==> src/rtl/gpio_evt_pkg.sv <==
package gpio_evt_pkg;
  localparam int unsigned ADDR_W = 12;

  // register identifiers for the configuration bank
  localparam int unsigned CFG_RISE = 0;
  localparam int unsigned CFG_FALL = 1;
  localparam int unsigned CFG_LVL  = 2;
  localparam int unsigned CFG_POL  = 3;
  localparam int unsigned CFG_IMSK = 4;
  localparam int unsigned CFG_WMSK = 5;
  localparam int unsigned NCFG     = 6;

  localparam logic [ADDR_W-1:0] OFF_ISTAT = 12'h0C4;
  localparam logic [ADDR_W-1:0] OFF_WSTAT = 12'h418;

  function automatic logic [ADDR_W-1:0] cfg_offset(input int unsigned idx);
    case (idx)
      CFG_RISE: cfg_offset = 12'h064;
      CFG_FALL: cfg_offset = 12'h07C;
      CFG_LVL:  cfg_offset = 12'h300;
      CFG_POL:  cfg_offset = 12'h318;
      CFG_IMSK: cfg_offset = 12'h0AC;
      default:  cfg_offset = 12'h400;
    endcase
  endfunction
endpackage

==> src/rtl/gpio_evt_cfg.sv <==
module gpio_evt_cfg
  import gpio_evt_pkg::*;
#(
  parameter int unsigned NPIN = 32,
  parameter int unsigned DW   = 32
) (
  input  logic              clk,
  input  logic              rst_n,
  input  logic              wr_i,
  input  logic [ADDR_W-1:0] addr_i,
  input  logic [DW-1:0]     wdata_i,
  input  logic [NPIN-1:0]   istat_i,
  input  logic [NPIN-1:0]   wstat_i,
  output logic [DW-1:0]     rdata_o,
  output logic [NPIN-1:0]   rise_en_o,
  output logic [NPIN-1:0]   fall_en_o,
  output logic [NPIN-1:0]   lvl_sel_o,
  output logic [NPIN-1:0]   pol_low_o,
  output logic [NPIN-1:0]   imask_o,
  output logic [NPIN-1:0]   wmask_o,
  output logic [NPIN-1:0]   iclr_o,
  output logic [NPIN-1:0]   wclr_o
);
  localparam int unsigned PAD = DW - NPIN;

  logic [NPIN-1:0] cfg_q [NCFG];
  logic [NPIN-1:0] cfg_d [NCFG];
  logic [NCFG-1:0] cfg_en;

  for (genvar g = 0; g < NCFG; g++) begin : g_cfg
    always_comb begin
      cfg_en[g] = wr_i && (addr_i == cfg_offset(g));
      cfg_d[g]  = cfg_en[g] ? wdata_i[NPIN-1:0] : cfg_q[g];
    end

    always_ff @(posedge clk or negedge rst_n) begin
      if (!rst_n) begin
        cfg_q[g] <= '0;
      end else if (cfg_en[g]) begin
        cfg_q[g] <= cfg_d[g];
      end
    end
  end

  always_comb begin
    rise_en_o = cfg_q[CFG_RISE];
    fall_en_o = cfg_q[CFG_FALL];
    lvl_sel_o = cfg_q[CFG_LVL];
    pol_low_o = cfg_q[CFG_POL];
    imask_o   = cfg_q[CFG_IMSK];
    wmask_o   = cfg_q[CFG_WMSK];
    iclr_o    = (wr_i && addr_i == OFF_ISTAT) ? wdata_i[NPIN-1:0] : '0;
    wclr_o    = (wr_i && addr_i == OFF_WSTAT) ? wdata_i[NPIN-1:0] : '0;
  end

  logic [NPIN-1:0] rd_word;
  always_comb begin
    rd_word = '0;
    for (int i = 0; i < NCFG; i++) begin
      if (addr_i == cfg_offset(i)) rd_word = cfg_q[i];
    end
    if (addr_i == OFF_ISTAT) rd_word = istat_i;
    if (addr_i == OFF_WSTAT) rd_word = wstat_i;
  end

  if (PAD > 0) begin : g_pad
    assign rdata_o = {{PAD{1'b0}}, rd_word};
  end else begin : g_nopad
    assign rdata_o = rd_word;
  end

  // a write to a configuration offset is visible on the next cycle
  a_r8_cfg_write_lands: assert property (@(posedge clk) disable iff (!rst_n)
    (wr_i && addr_i == cfg_offset(CFG_IMSK)) |=> (imask_o == $past(wdata_i[NPIN-1:0])));
endmodule

==> src/rtl/gpio_evt_detect.sv <==
module gpio_evt_detect #(
  parameter int unsigned NPIN = 32
) (
  input  logic            clk,
  input  logic            rst_n,
  input  logic [NPIN-1:0] lvl_i,
  input  logic [NPIN-1:0] rise_en_i,
  input  logic [NPIN-1:0] fall_en_i,
  input  logic [NPIN-1:0] lvl_sel_i,
  input  logic [NPIN-1:0] pol_low_i,
  output logic [NPIN-1:0] evt_o
);
  logic [NPIN-1:0] prev_q;

  always_ff @(posedge clk or negedge rst_n) begin
    if (!rst_n) begin
      prev_q <= '0;
    end else begin
      prev_q <= lvl_i;
    end
  end

  for (genvar p = 0; p < NPIN; p++) begin : g_pin
    logic rise_hit, fall_hit, lvl_hit;
    always_comb begin
      rise_hit = rise_en_i[p] &&  lvl_i[p] && !prev_q[p];
      fall_hit = fall_en_i[p] && !lvl_i[p] &&  prev_q[p];
      lvl_hit  = lvl_i[p] ^ pol_low_i[p];
      evt_o[p] = lvl_sel_i[p] ? lvl_hit : (rise_hit || fall_hit);
    end
  end
endmodule

==> src/rtl/gpio_evt_status.sv <==
module gpio_evt_status #(
  parameter int unsigned NPIN = 32
) (
  input  logic            clk,
  input  logic            rst_n,
  input  logic [NPIN-1:0] set_i,
  input  logic [NPIN-1:0] clr_i,
  output logic [NPIN-1:0] stat_o
);
  logic [NPIN-1:0] stat_q, stat_d;
  logic            upd;

  always_comb begin
    stat_d = (stat_q & ~clr_i) | set_i;
    upd    = (|set_i) || (|clr_i);
  end

  always_ff @(posedge clk or negedge rst_n) begin
    if (!rst_n) begin
      stat_q <= '0;
    end else if (upd) begin
      stat_q <= stat_d;
    end
  end

  assign stat_o = stat_q;

  // an unopposed write-one clear empties the bit on the next cycle
  a_r5_clear_takes: assert property (@(posedge clk) disable iff (!rst_n)
    (|(clr_i & ~set_i)) |=> ((stat_q & $past(clr_i & ~set_i)) == '0));

  // a new event is held even when a clear arrives in the same cycle
  a_r5_event_wins: assert property (@(posedge clk) disable iff (!rst_n)
    (|set_i) |=> ((stat_q & $past(set_i)) == $past(set_i)));
endmodule

==> src/rtl/gpio_evt_top.sv <==
module gpio_evt_top
  import gpio_evt_pkg::*;
#(
  parameter int unsigned NPIN = 32,
  parameter int unsigned DW   = 32,
  parameter int unsigned AW   = ADDR_W
) (
  input  logic            clk,
  input  logic            rst_n,
  input  logic [NPIN-1:0] pin_lvl_i,
  input  logic            bus_wr_i,
  input  logic [AW-1:0]   bus_addr_i,
  input  logic [DW-1:0]   bus_wdata_i,
  output logic [DW-1:0]   bus_rdata_o,
  output logic            irq_o,
  output logic            wake_o
);
  logic [NPIN-1:0] rise_en, fall_en, lvl_sel, pol_low, imask, wmask;
  logic [NPIN-1:0] iclr, wclr, istat, wstat, evt, wevt;
  logic            irq_d, irq_q;

  gpio_evt_cfg #(.NPIN(NPIN), .DW(DW)) u_cfg (
    .clk       (clk),
    .rst_n     (rst_n),
    .wr_i      (bus_wr_i),
    .addr_i    (bus_addr_i),
    .wdata_i   (bus_wdata_i),
    .istat_i   (istat),
    .wstat_i   (wstat),
    .rdata_o   (bus_rdata_o),
    .rise_en_o (rise_en),
    .fall_en_o (fall_en),
    .lvl_sel_o (lvl_sel),
    .pol_low_o (pol_low),
    .imask_o   (imask),
    .wmask_o   (wmask),
    .iclr_o    (iclr),
    .wclr_o    (wclr)
  );

  gpio_evt_detect #(.NPIN(NPIN)) u_det (
    .clk       (clk),
    .rst_n     (rst_n),
    .lvl_i     (pin_lvl_i),
    .rise_en_i (rise_en),
    .fall_en_i (fall_en),
    .lvl_sel_i (lvl_sel),
    .pol_low_i (pol_low),
    .evt_o     (evt)
  );

  assign wevt = evt & wmask;

  gpio_evt_status #(.NPIN(NPIN)) u_istat (
    .clk    (clk),
    .rst_n  (rst_n),
    .set_i  (evt),
    .clr_i  (iclr),
    .stat_o (istat)
  );

  gpio_evt_status #(.NPIN(NPIN)) u_wstat (
    .clk    (clk),
    .rst_n  (rst_n),
    .set_i  (wevt),
    .clr_i  (wclr),
    .stat_o (wstat)
  );

  always_comb begin
    irq_d = |(istat & imask);
  end

  always_ff @(posedge clk or negedge rst_n) begin
    if (!rst_n) begin
      irq_q <= 1'b0;
    end else begin
      irq_q <= irq_d;
    end
  end

  assign irq_o  = irq_q;
  assign wake_o = |wstat;

  // wake status only gains bits on pins whose wake mask was set
  a_r7_wake_needs_mask: assert property (@(posedge clk) disable iff (!rst_n)
    1'b1 |=> ((wstat & ~$past(wstat) & ~$past(wmask)) == '0));

  // an all-zero mask keeps the interrupt line low on the next cycle
  a_r6_mask_blocks: assert property (@(posedge clk) disable iff (!rst_n)
    (imask == '0) |=> !irq_o);

  // an unmasked pending bit raises the line one cycle later
  a_r6_pending_raises: assert property (@(posedge clk) disable iff (!rst_n)
    (|(istat & imask)) |=> irq_o);
endmodule

==> config.mk <==
export PLATFORM = sky130hd
export DESIGN_NAME = gpio_evt_top
export DESIGN_NICKNAME = d
export VERILOG_FILES = /design/src/rtl/gpio_evt_pkg.sv /design/src/rtl/gpio_evt_cfg.sv /design/src/rtl/gpio_evt_detect.sv /design/src/rtl/gpio_evt_status.sv /design/src/rtl/gpio_evt_top.sv
export SDC_FILE = /design/constraint.sdc
export NUM_CORES = 1
export LEC_CHECK = 0
export ABC_AREA = 1
export CORE_UTILIZATION = 60
export CTS_CLUSTER_DIAMETER = 150
export DETAILED_ROUTE_END_ITERATION = 12
export GPL_ROUTABILITY_DRIVEN = 0
export PLACE_DENSITY = 0.8
export SLEW_MARGIN = 5
export SYNTH_ARGS = -nofsm -noshare
export SYNTH_HDL_FRONTEND = slang
export SYNTH_SLANG_ARGS = --single-unit
==> constraint.sdc <==
create_clock -name clk -period 4.4 [get_ports clk]
set_clock_uncertainty 0.2 [all_clocks]
set_input_delay 0.88 -clock clk [delete_from_list [all_inputs] [get_ports clk]]
set_output_delay 0.88 -clock clk [all_outputs]
set_load 0.01 [all_outputs]
[Word level (Yosys, flattened, before mapping)]
Cells that the tools add are included.
Word-level totals
  logic and storage cells: 340
  register bits: 289
  output and inout port bits: 34
Operators by class
  muxes and demuxes: 42
  eq/ne operators: 8
  reductions and logical operators: 240
  bitwise gates (word level): 40
Operators with widths (count)
  2-to-1 mux 32 bit: 10
  OR reduction 32 bit: 6
  logical AND 1 bit: 136
  AND 32 bit: 4
  logical NOT 1 bit: 64
  NOT 32 bit: 2
  bitwise OR 32 bit: 2
  logical OR 1 bit: 34
  2-to-1 mux 1 bit: 32
  bitwise XOR 1 bit: 32
  equality test 12 x 10 -> 1 bit, second input constant: 2
  equality test 12 x 11 -> 1 bit, second input constant: 2
  equality test 12 x 7 -> 1 bit, second input constant: 2
  equality test 12 x 8 -> 1 bit, second input constant: 2

[Depth between registers and ports, before layout]
Gate-level depths: netlist of the first run.
  depth after elaboration: 9
  depth in mapped cells: 17

[Hierarchy]
A second synthesis of the first run with hierarchy kept.
Unflattened totals
  cell total of the unflattened synthesis: 2441
  area, all modules: 16046.6 um^2
Modules (own cells, without submodules)
  gpio_evt_cfg: sequential area each 4804.6 um^2, times used 1, cells an instance 1522, area each 10438.8 um^2
  gpio_evt_status: sequential area each 800.8 um^2, times used 2, cells an instance 160, area each 1281.2 um^2
  gpio_evt_detect: sequential area each 800.8 um^2, times used 1, cells an instance 448, area each 2447.3 um^2
  gpio_evt_top: sequential area each 25.0 um^2, times used 1, cells an instance 151, area each 598.1 um^2

[Worst setup path after synthesis of the first run]
OpenSTA, ideal clock, no wires.
  path kind: input-to-output
  start: in bus_addr_i[9]
  end: out bus_rdata_o[25]
  stages: 16
  path slack: 1185 ps
  arrival time: 2135 ps
  cell sequence: nor2_1 -> nand2_2 -> nor2_4 -> nand2_4 -> buf_6 -> nand2_1 -> nand2_1 -> nand2_1 -> nand2_1 -> nand2_1 -> nand2_1 -> nand2_1 -> nand2_1 -> nand2_1 -> nand2_1 -> nand2_1
Between the ends
  cells in the longest elaborated chain, start to end: 9
  elaborated cells between the ends (all ways): 16
  classes of those cells: 8 x eq/ne; 8 x mux
RTL lines
  from (decl): RTL line gpio_evt_top.sv:12  | input logic [AW-1:0] bus_addr_i,
  equality test 12 x 7 -> 1 bit: RTL line gpio_evt_cfg.sv:60  | if (addr_i == cfg_offset(i)) rd_word = cfg_q[i];
  2-to-1 mux 32 bit (6 in a row): RTL line gpio_evt_cfg.sv:60
  2-to-1 mux 32 bit: RTL line gpio_evt_cfg.sv:62  | if (addr_i == OFF_ISTAT) rd_word = istat_i;
  2-to-1 mux 32 bit *: RTL line gpio_evt_cfg.sv:63  | if (addr_i == OFF_WSTAT) rd_word = wstat_i;
  to (decl): RTL line gpio_evt_top.sv:14  | output logic [DW-1:0] bus_rdata_o,
Mark *: on every way between the ends. The rest lies on a longest branch, timed or not.

[Worst setup path in the final report of the first run]
  start: in bus_addr_i[7]
  end: out bus_rdata_o[10]
The elaborated chain is that of the path after synthesis.

==> results.md, run 1 <==
- Status: finished clean
- Initial DRC count: 1,391
- Final setup violating endpoints: 0
- Critical path depth: 11
- Critical path peak fanout: 10
- Wire per inst: 18.1 um
- Dpl hpwl: 27.7 mm
- Comb power frac: 4.8%
- Type of the worst setup path: input pin to output port
- Slowest CP cell: clkdlybuf4s50_1
- Largest net degree at the start of global routing: 107
- Number of remaining DRC errors: 0
- Yosys top cell area share: 50.7%
- Die Wd: 156 um
- P_leak: 0.00883 uW
- Vias per cell: 5.79
- Final core utilization: 74.4%
- Num CTS Buffers: 31
- VDD IR max: 259 uV
- Die height: 156 um
- Maximum root-to-sink buffer count: 3
- Syn_nets: 1,966
- Mapped Area: 14,300 um^2
- Placed cells: 2,308
- Flops & latches, synth: 289
- Post-route ant nets: 0
- Final period utilization: 97.5%
- Sw Pwr: 1260 uW
- Crit path launch type: input pin
- Routed vias: 13,700
- Layout Nets: 2,109
- Crit path largest cell delay: 600 ps
- Max_slew headroom: 43.7%
- Syn_area_per_cell: 7.55 um^2
- Syn. warnings: 0
- Clk pin slew, worst setup/hold paths: 60 ps
- Max Cap Viol: 0
- Most frequent cells in the layout: nand2_1, o21ai_0, dfrtp_1
- First-pass GRT wire length: 67.5 mm
- Post-Synthesis Cells: 1,887
- GRT Residual Overflow: 0
- Highest clock rate: 233 MHz
- Clock share of power: 47.3%
- Internal: 4480 uW
- Number of flops mapped to enable cells by yosys: 0
- Largest cells by area after synthesis: dfrtp_1, nand2_1, o21ai_0
- Sequential share of power: 47.9%
- Initial antenna violation count: 0
- Switching part of the total: 22.0%
- Total Routing Usage GR: 35.8%
- Layout area overhead: 22.2%
- Slew Limit Fails: 0
- CP required: 3320 ps
- Worst Path Buf+Inv: 4
- H-tree Lvls: 1
- Worst-Margin Slew: 844 ps
- Port Buf Inserts: 112
- Clock Latency Late Sink: 550 ps
- CTS tree: done
- Crit path DAT: 3210 ps
- Hold Vio Cnt, Final: 0
- Hold WS: 178 ps
- Core Region: 23,400 um^2
- Area of the multi-input gates: 6010 um^2
- Fin cells: 2,370
- Fraction of layout cells with a size suffix above 1: 7.90%
- Fill cell count: 1,835
- TritonRoute pass-1 iters: 6
- CP endpoint kind: output port
- Leading area contributor after synthesis: dfrtp_1
- Seq/Total Area, Yosys: 50.7%
- Vias in the first global route: 13,000
- Row cnt: 56
- Fin crit period: 4290 ps
- Reg area: 7230 um^2
- Worst Reg-to-Reg Cells: 6
- Ys async rst share: 100%
- Ports: 113
- Antenna diodes: 0
- Main flop type after synthesis: dfrtp_1
- Pwr/cell area: 330 nW/um^2
- Count of cell types in the netlist: 36
- DIE AREA: 24,400 um^2
- Most common cell after layout, fill and taps aside: nand2_1
- Crit path cell chain: clkdlybuf4s50_1 > buf_4 > nor3_4 > nand3_1 > buf_4 > o21ai_0 > a21oi_1 > o21ai_0 > nor2_1 > o2111ai_1 > clkdlybuf4s50_1
- Initial Util: 60.9%
- Clk sinks: 289
- Root Driver: clkbuf_16
- Worst Hold Class: input pin to async pin
- WL final: 42.8 mm
- Kind of cell adding the most delay to the critical path: buffers and inverters
[power by group through the flow]
stage                     clock [uW]  sequential (uW)  combinational (uW)
after floorplan                    0             2780                87.1
after global placement             0             2790                 262
after detailed placement           0             2790                 269
final                           2720             2750                 274
after CTS                       2720             2750                 271
after global routing            2850             2750                 307
[final timing paths]
kind	from	end	slack, ps
worst max-delay path	bus_addr_i[7]	bus_rdata_o[10]	110
worst min-delay path	rst_n	u_cfg.lvl_sel_o[9]	180
worst max register to register	u_cfg.imask_o[15]	irq_o	2520
worst min register to register	u_cfg.imask_o[31]	u_cfg.imask_o[31]	280
max in group asynchronous	rst_n	u_cfg.fall_en_o[29]	2890
min in group clk	u_cfg.imask_o[31]	u_cfg.imask_o[31]	280
[cell families (layout without fill, tap and decap cells)]
| logic type | Yosys count | after routing | share of synthesized area (%) |
|---|---|---|---|
| simple gates | 917 | 918 | 26.4 |
| compound gates | 405 | 405 | 15.2 |
| flops | 289 | 289 | 50.7 |
| buf+inv | 276 | 439 | 7.59 |
[cell type report]
class,instances,area share [%]
Sequential cell,289,41.5
Multi-Input combinational cell,1323,34.5
Timing Repair Buffer,180,11.2
Clock buffer,44,5.25
Inverter,205,4.42
Tap cell,319,2.29
Clock inverter,10,0.884
[cells in the mapped netlist, types with 4 or more instances]
library cell,instances
a221oi_1,4
o2111ai_1,14
o21ai_0,292
dfrtp_1,289
or2_0,7
nor2_1,52
nand4_1,6
o211ai_1,16
clkbuf_1,52
nand3_1,96
inv_1,202
a311o_1,5
nand3b_1,9
buf_2,13
or2_2,12
nor4_1,10
a21oi_1,39
nand2_1,707
o21ai_1,31
[stage by stage]
| stage | setup slack [ps] | setup TNS (ps) | power, uW | cell area (um^2) |
|---|---|---|---|---|
| 4_1_cts | -14.4 | -14.4 | 5740 | 17300 |
| 3_5_place_dp | 23.9 | 0 | 3060 | 16200 |
| 3_3_place_gp | 7.77 | 0 | 3050 | 16200 |
| 5_1_grt | -5.63 | -9.72 | 5910 | 17400 |
| 2_1_floorplan | 1190 | 0 | 2870 | 14300 |
| 6_report | 112 | 0 | 5740 | 17400 |
[flip-flops by register name, indices dropped and copies added (netlist names)]
signal,count
u_wstat.stat_o,32
u_istat.stat_o,32
u_cfg.fall_en_o,32
u_cfg.pol_low_o,32
u_cfg.wmask_o,32
u_cfg.lvl_sel_o,32
u_det.prev_q,32
u_cfg.rise_en_o,32
u_cfg.imask_o,32
irq_o,1
[per-layer routing]
| metal | vias to the layer above | track usage (%) | share of wire (%) |
|---|---|---|---|
| met1 | 6547 | 48.9 | 41 |
| met2 | 673 | 57.4 | 46 |
| met5 | - | 0 | 0 |
| li1 | 6375 | - | - |
| met3 | 130 | 4.75 | 8.6 |
| met4 | 0 | 16.1 | 4.3 |
[what timing repair did]
item	4_1_cts	5_1_grt
hold endpoints to repair	0	0
setup buffers	6	1
resized for setup	3	41
pin swaps	3	4
gates cloned	1	0
hold buffers	0	0
endpoints found under the setup margin	6	30
Power figures use the tool's default switching activity.
==> inputs of run 2 (changes only) <==
Settings changed: RECOVER_POWER set to 25.
Clock period 4.4 ns to 5.3 ns, I/O delays scaled along.
==> run 2 against run 1 <==
  * The flow now finishes with violations (capacitance limit, slew limit)
  * Design area decreased by 3.8%
  * Non-clock buffer count decreased by 31
  * Wire length decreased by 3.4%
  * Critical path type unchanged
  * Critical endpoint is now bus_rdata_o[12]
  * Largest cell class unchanged
  * Highest routed layer unchanged
==> results.md, run 2 (synthesis gave the netlist of run 1 again) <==
- Post-route ant nets: 0 (unchanged)
- Most common cell after layout, fill and taps aside: nand2_1
- Number of remaining DRC errors: 0 (unchanged)
- Worst Path Buf+Inv: 2 (-2)
- Die height: 156 um (unchanged)
- Antenna diodes: 0 (unchanged)
- Max_slew headroom: -94.0% (-140 points)
- Fin crit period: 5050 ps
- TritonRoute pass-1 iters: 7 (+1)
- RR Endpoint: irq_o
- Unrepaired setup endpoints after global routing: no
- Root Driver: clkbuf_16
- Status: complete, but fails checks
- Layout area overhead: 17.6%
- Layout Nets: 2,077 (-1.5%)
- Slew Limit Fails: 115 (+115)
- VDD IR max: 249 uV (-3.7%)
- P_leak: 0.00817 uW (-7.5%)
- Clk sinks: 289 (unchanged)
- Total Routing Usage GR: 35.4% (-0.46 points)
- Failing checks: capacitance limit, slew limit
- Crit path DAT: 3790 ps (+580 ps)
- Vias in the first global route: 12,800 (-1.0%)
- Clk pin slew, worst setup/hold paths: 60 ps (about the same)
- Pwr/cell area: 276 nW/um^2 (-16%)
- CP endpoint kind: output port
- Row cnt: 56 (unchanged)
- Cell mode on critical path: nand2_1
- Final period utilization: 95.4%
- Kind of cell adding the most delay to the critical path: simple AND/OR/NAND/NOR gates
- Fraction of layout cells with a size suffix above 1: 5.84% (-2.1 points)
- Slowest CP cell: clkdlybuf4s50_1
- Crit path largest cell delay: 520 ps (-80 ps)
- Critical path depth: 17 (+6)
- FF-to-FF Start: u_istat.stat_o[15]
- Initial antenna violation count: 0 (unchanged)
- Die Wd: 156 um (unchanged)
- Dpl hpwl: 26.9 mm (-2.9%)
- H-tree Lvls: 1 (unchanged)
- Wire per inst: 17.7 um (-2.2%)
- Routed vias: 13,400 (-2.4%)
- Worst Hold Class: register to register
- Setup TNS: 0 ps (unchanged)
- Port Buf Inserts: 112 (unchanged)
- Worst Reg-to-Reg Cells: 6 (unchanged)
- Core Region: 23,400 um^2 (unchanged)
- Crit path launch type: input pin
- Initial DRC count: 1,307 (-6.0%)
- Highest clock rate: 198 MHz
- Critical path peak fanout: 36 (+26)
- Hold_buf cts: 0 (unchanged)
- Largest net degree at the start of global routing: 116 (+8.4%)
- Type of the worst setup path: input pin to output port
- Final setup violating endpoints: 0 (unchanged)
- Ports: 113 (unchanged)
- Max Cap Viol: 1 (+1)
- Fin cells: 2,339 (-1.3%)
- Initial Util: 60.9% (unchanged)
- Vias per cell: 5.72 (-1.1%)
- Maximum root-to-sink buffer count: 3 (unchanged)
- Worst-Margin Slew: 2910 ps (+2070 ps)
- DIE AREA: 24,400 um^2 (unchanged)
- Placed cells: 2,284 (-1.0%)
- CTS tree: done
- Hold Vio Cnt, Final: 0 (unchanged)
- Crit path capture: bus_rdata_o[12]
- Most frequent cells in the layout: nand2_1, o21ai_0, dfrtp_1
- WL final: 41.4 mm (-3.4%)
- CP required: 4040 ps (+720 ps)
- Num CTS Buffers: 31 (unchanged)
- Crit. Startpoint: bus_addr_i[1]
- Clock Latency Late Sink: 560 ps (about the same)
- Reg2reg setup slack: 3340 ps (+820 ps)
- First-pass GRT wire length: 66.6 mm (-1.3%)
- Crit path cell chain: clkdlybuf4s50_1 > nor2_1 > nand3_1 > nor2_4 > nand2_4 > nand2_1 > nand2_1 > nand2_1 > nand2_1 > nand2_1 > nand2_1 > nand2_1 > nand2_1 > nand2_1 > nand2_1 > nand2_1 > clkdlybuf4s50_1
- GRT Residual Overflow: 0 (unchanged)
-- run 2: cell count changes in the layout (fill, tap and decap cells not counted), sizes merged --
cell	change
dlygate4sd3	+32
clkbuf	-1
clkdlybuf4s50	-9
buf	-32
dlygate4sd2	-1
bufinv	-2
clkinv	+5
nand2	-1
dlymetal6s2s	-22
-- run 2: repair_timing --
item,CTS,global route
setup buffers,0,0
resized for setup,0,1
setup endpoints to repair,0,3
-- run 2: worst min-delay path by stage --
stage,start,endpoint,depth (start not counted)
after floorplan,u_cfg.imask_o[19],u_cfg.imask_o[19],2
after global placement,u_cfg.lvl_sel_o[31],u_cfg.lvl_sel_o[31],2
after global routing,u_cfg.pol_low_o[31],u_cfg.pol_low_o[31],2
after detailed placement,u_cfg.lvl_sel_o[22],u_cfg.lvl_sel_o[22],2
final,u_cfg.pol_low_o[31],u_cfg.pol_low_o[31],2
after CTS,u_cfg.pol_low_o[25],u_cfg.pol_low_o[25],2
-- run 2: tightest hold or removal path: stages (launching register included) --
cell     delay, ps
dfrtp_1        340
nand2_1         50
o21ai_0         60
-- run 2: cell type report --
class                           count  area (um^2)
Sequential cell                   289         7230
Fill cell                        1912         6640
Multi-Input combinational cell   1322         5960
Timing Repair Buffer              149         1410
Clock buffer                       42          867
Inverter                          205          771
Tap cell                          319          399
Clock inverter                     13          125
-- run 2: per-layer routing --
metal	vias to the layer above	part of all wire, %	track usage, %
met5	-	0	0
met4	0	4.4	15.8
met3	128	9.3	6.81
met2	667	45	56.1
met1	6293	41	47.4
li1	6302	-	-
-- run 2: where the power goes --
group          leakage [uW]  internal (uW)  total (uW)  switching [uW]
Combinational       0.00375           75.2         213             138
Clock              0.000499           1240        2120             887
Sequential          0.00392           2250        2280            31.5
Total               0.00817           3560        4620            1060
-- run 2: metrics by stage --
| step | power [uW] | cell area (um^2) | worst slack [ps] | hold WS, ps | util [%] |
|---|---|---|---|---|---|
| after floorplan | 2380 | 14300 | 1730 | 253 | - |
| after global placement | 2530 | 15800 | 297 | 268 | 67.4 |
| after detailed placement | 2540 | 15800 | 268 | 274 | 67.4 |
| after CTS | 4640 | 16800 | 238 | 288 | 71.7 |
| after global routing | 4760 | 16800 | 2.40 | 304 | 71.6 |
| final | 4620 | 16800 | 246 | 289 | 71.6 |
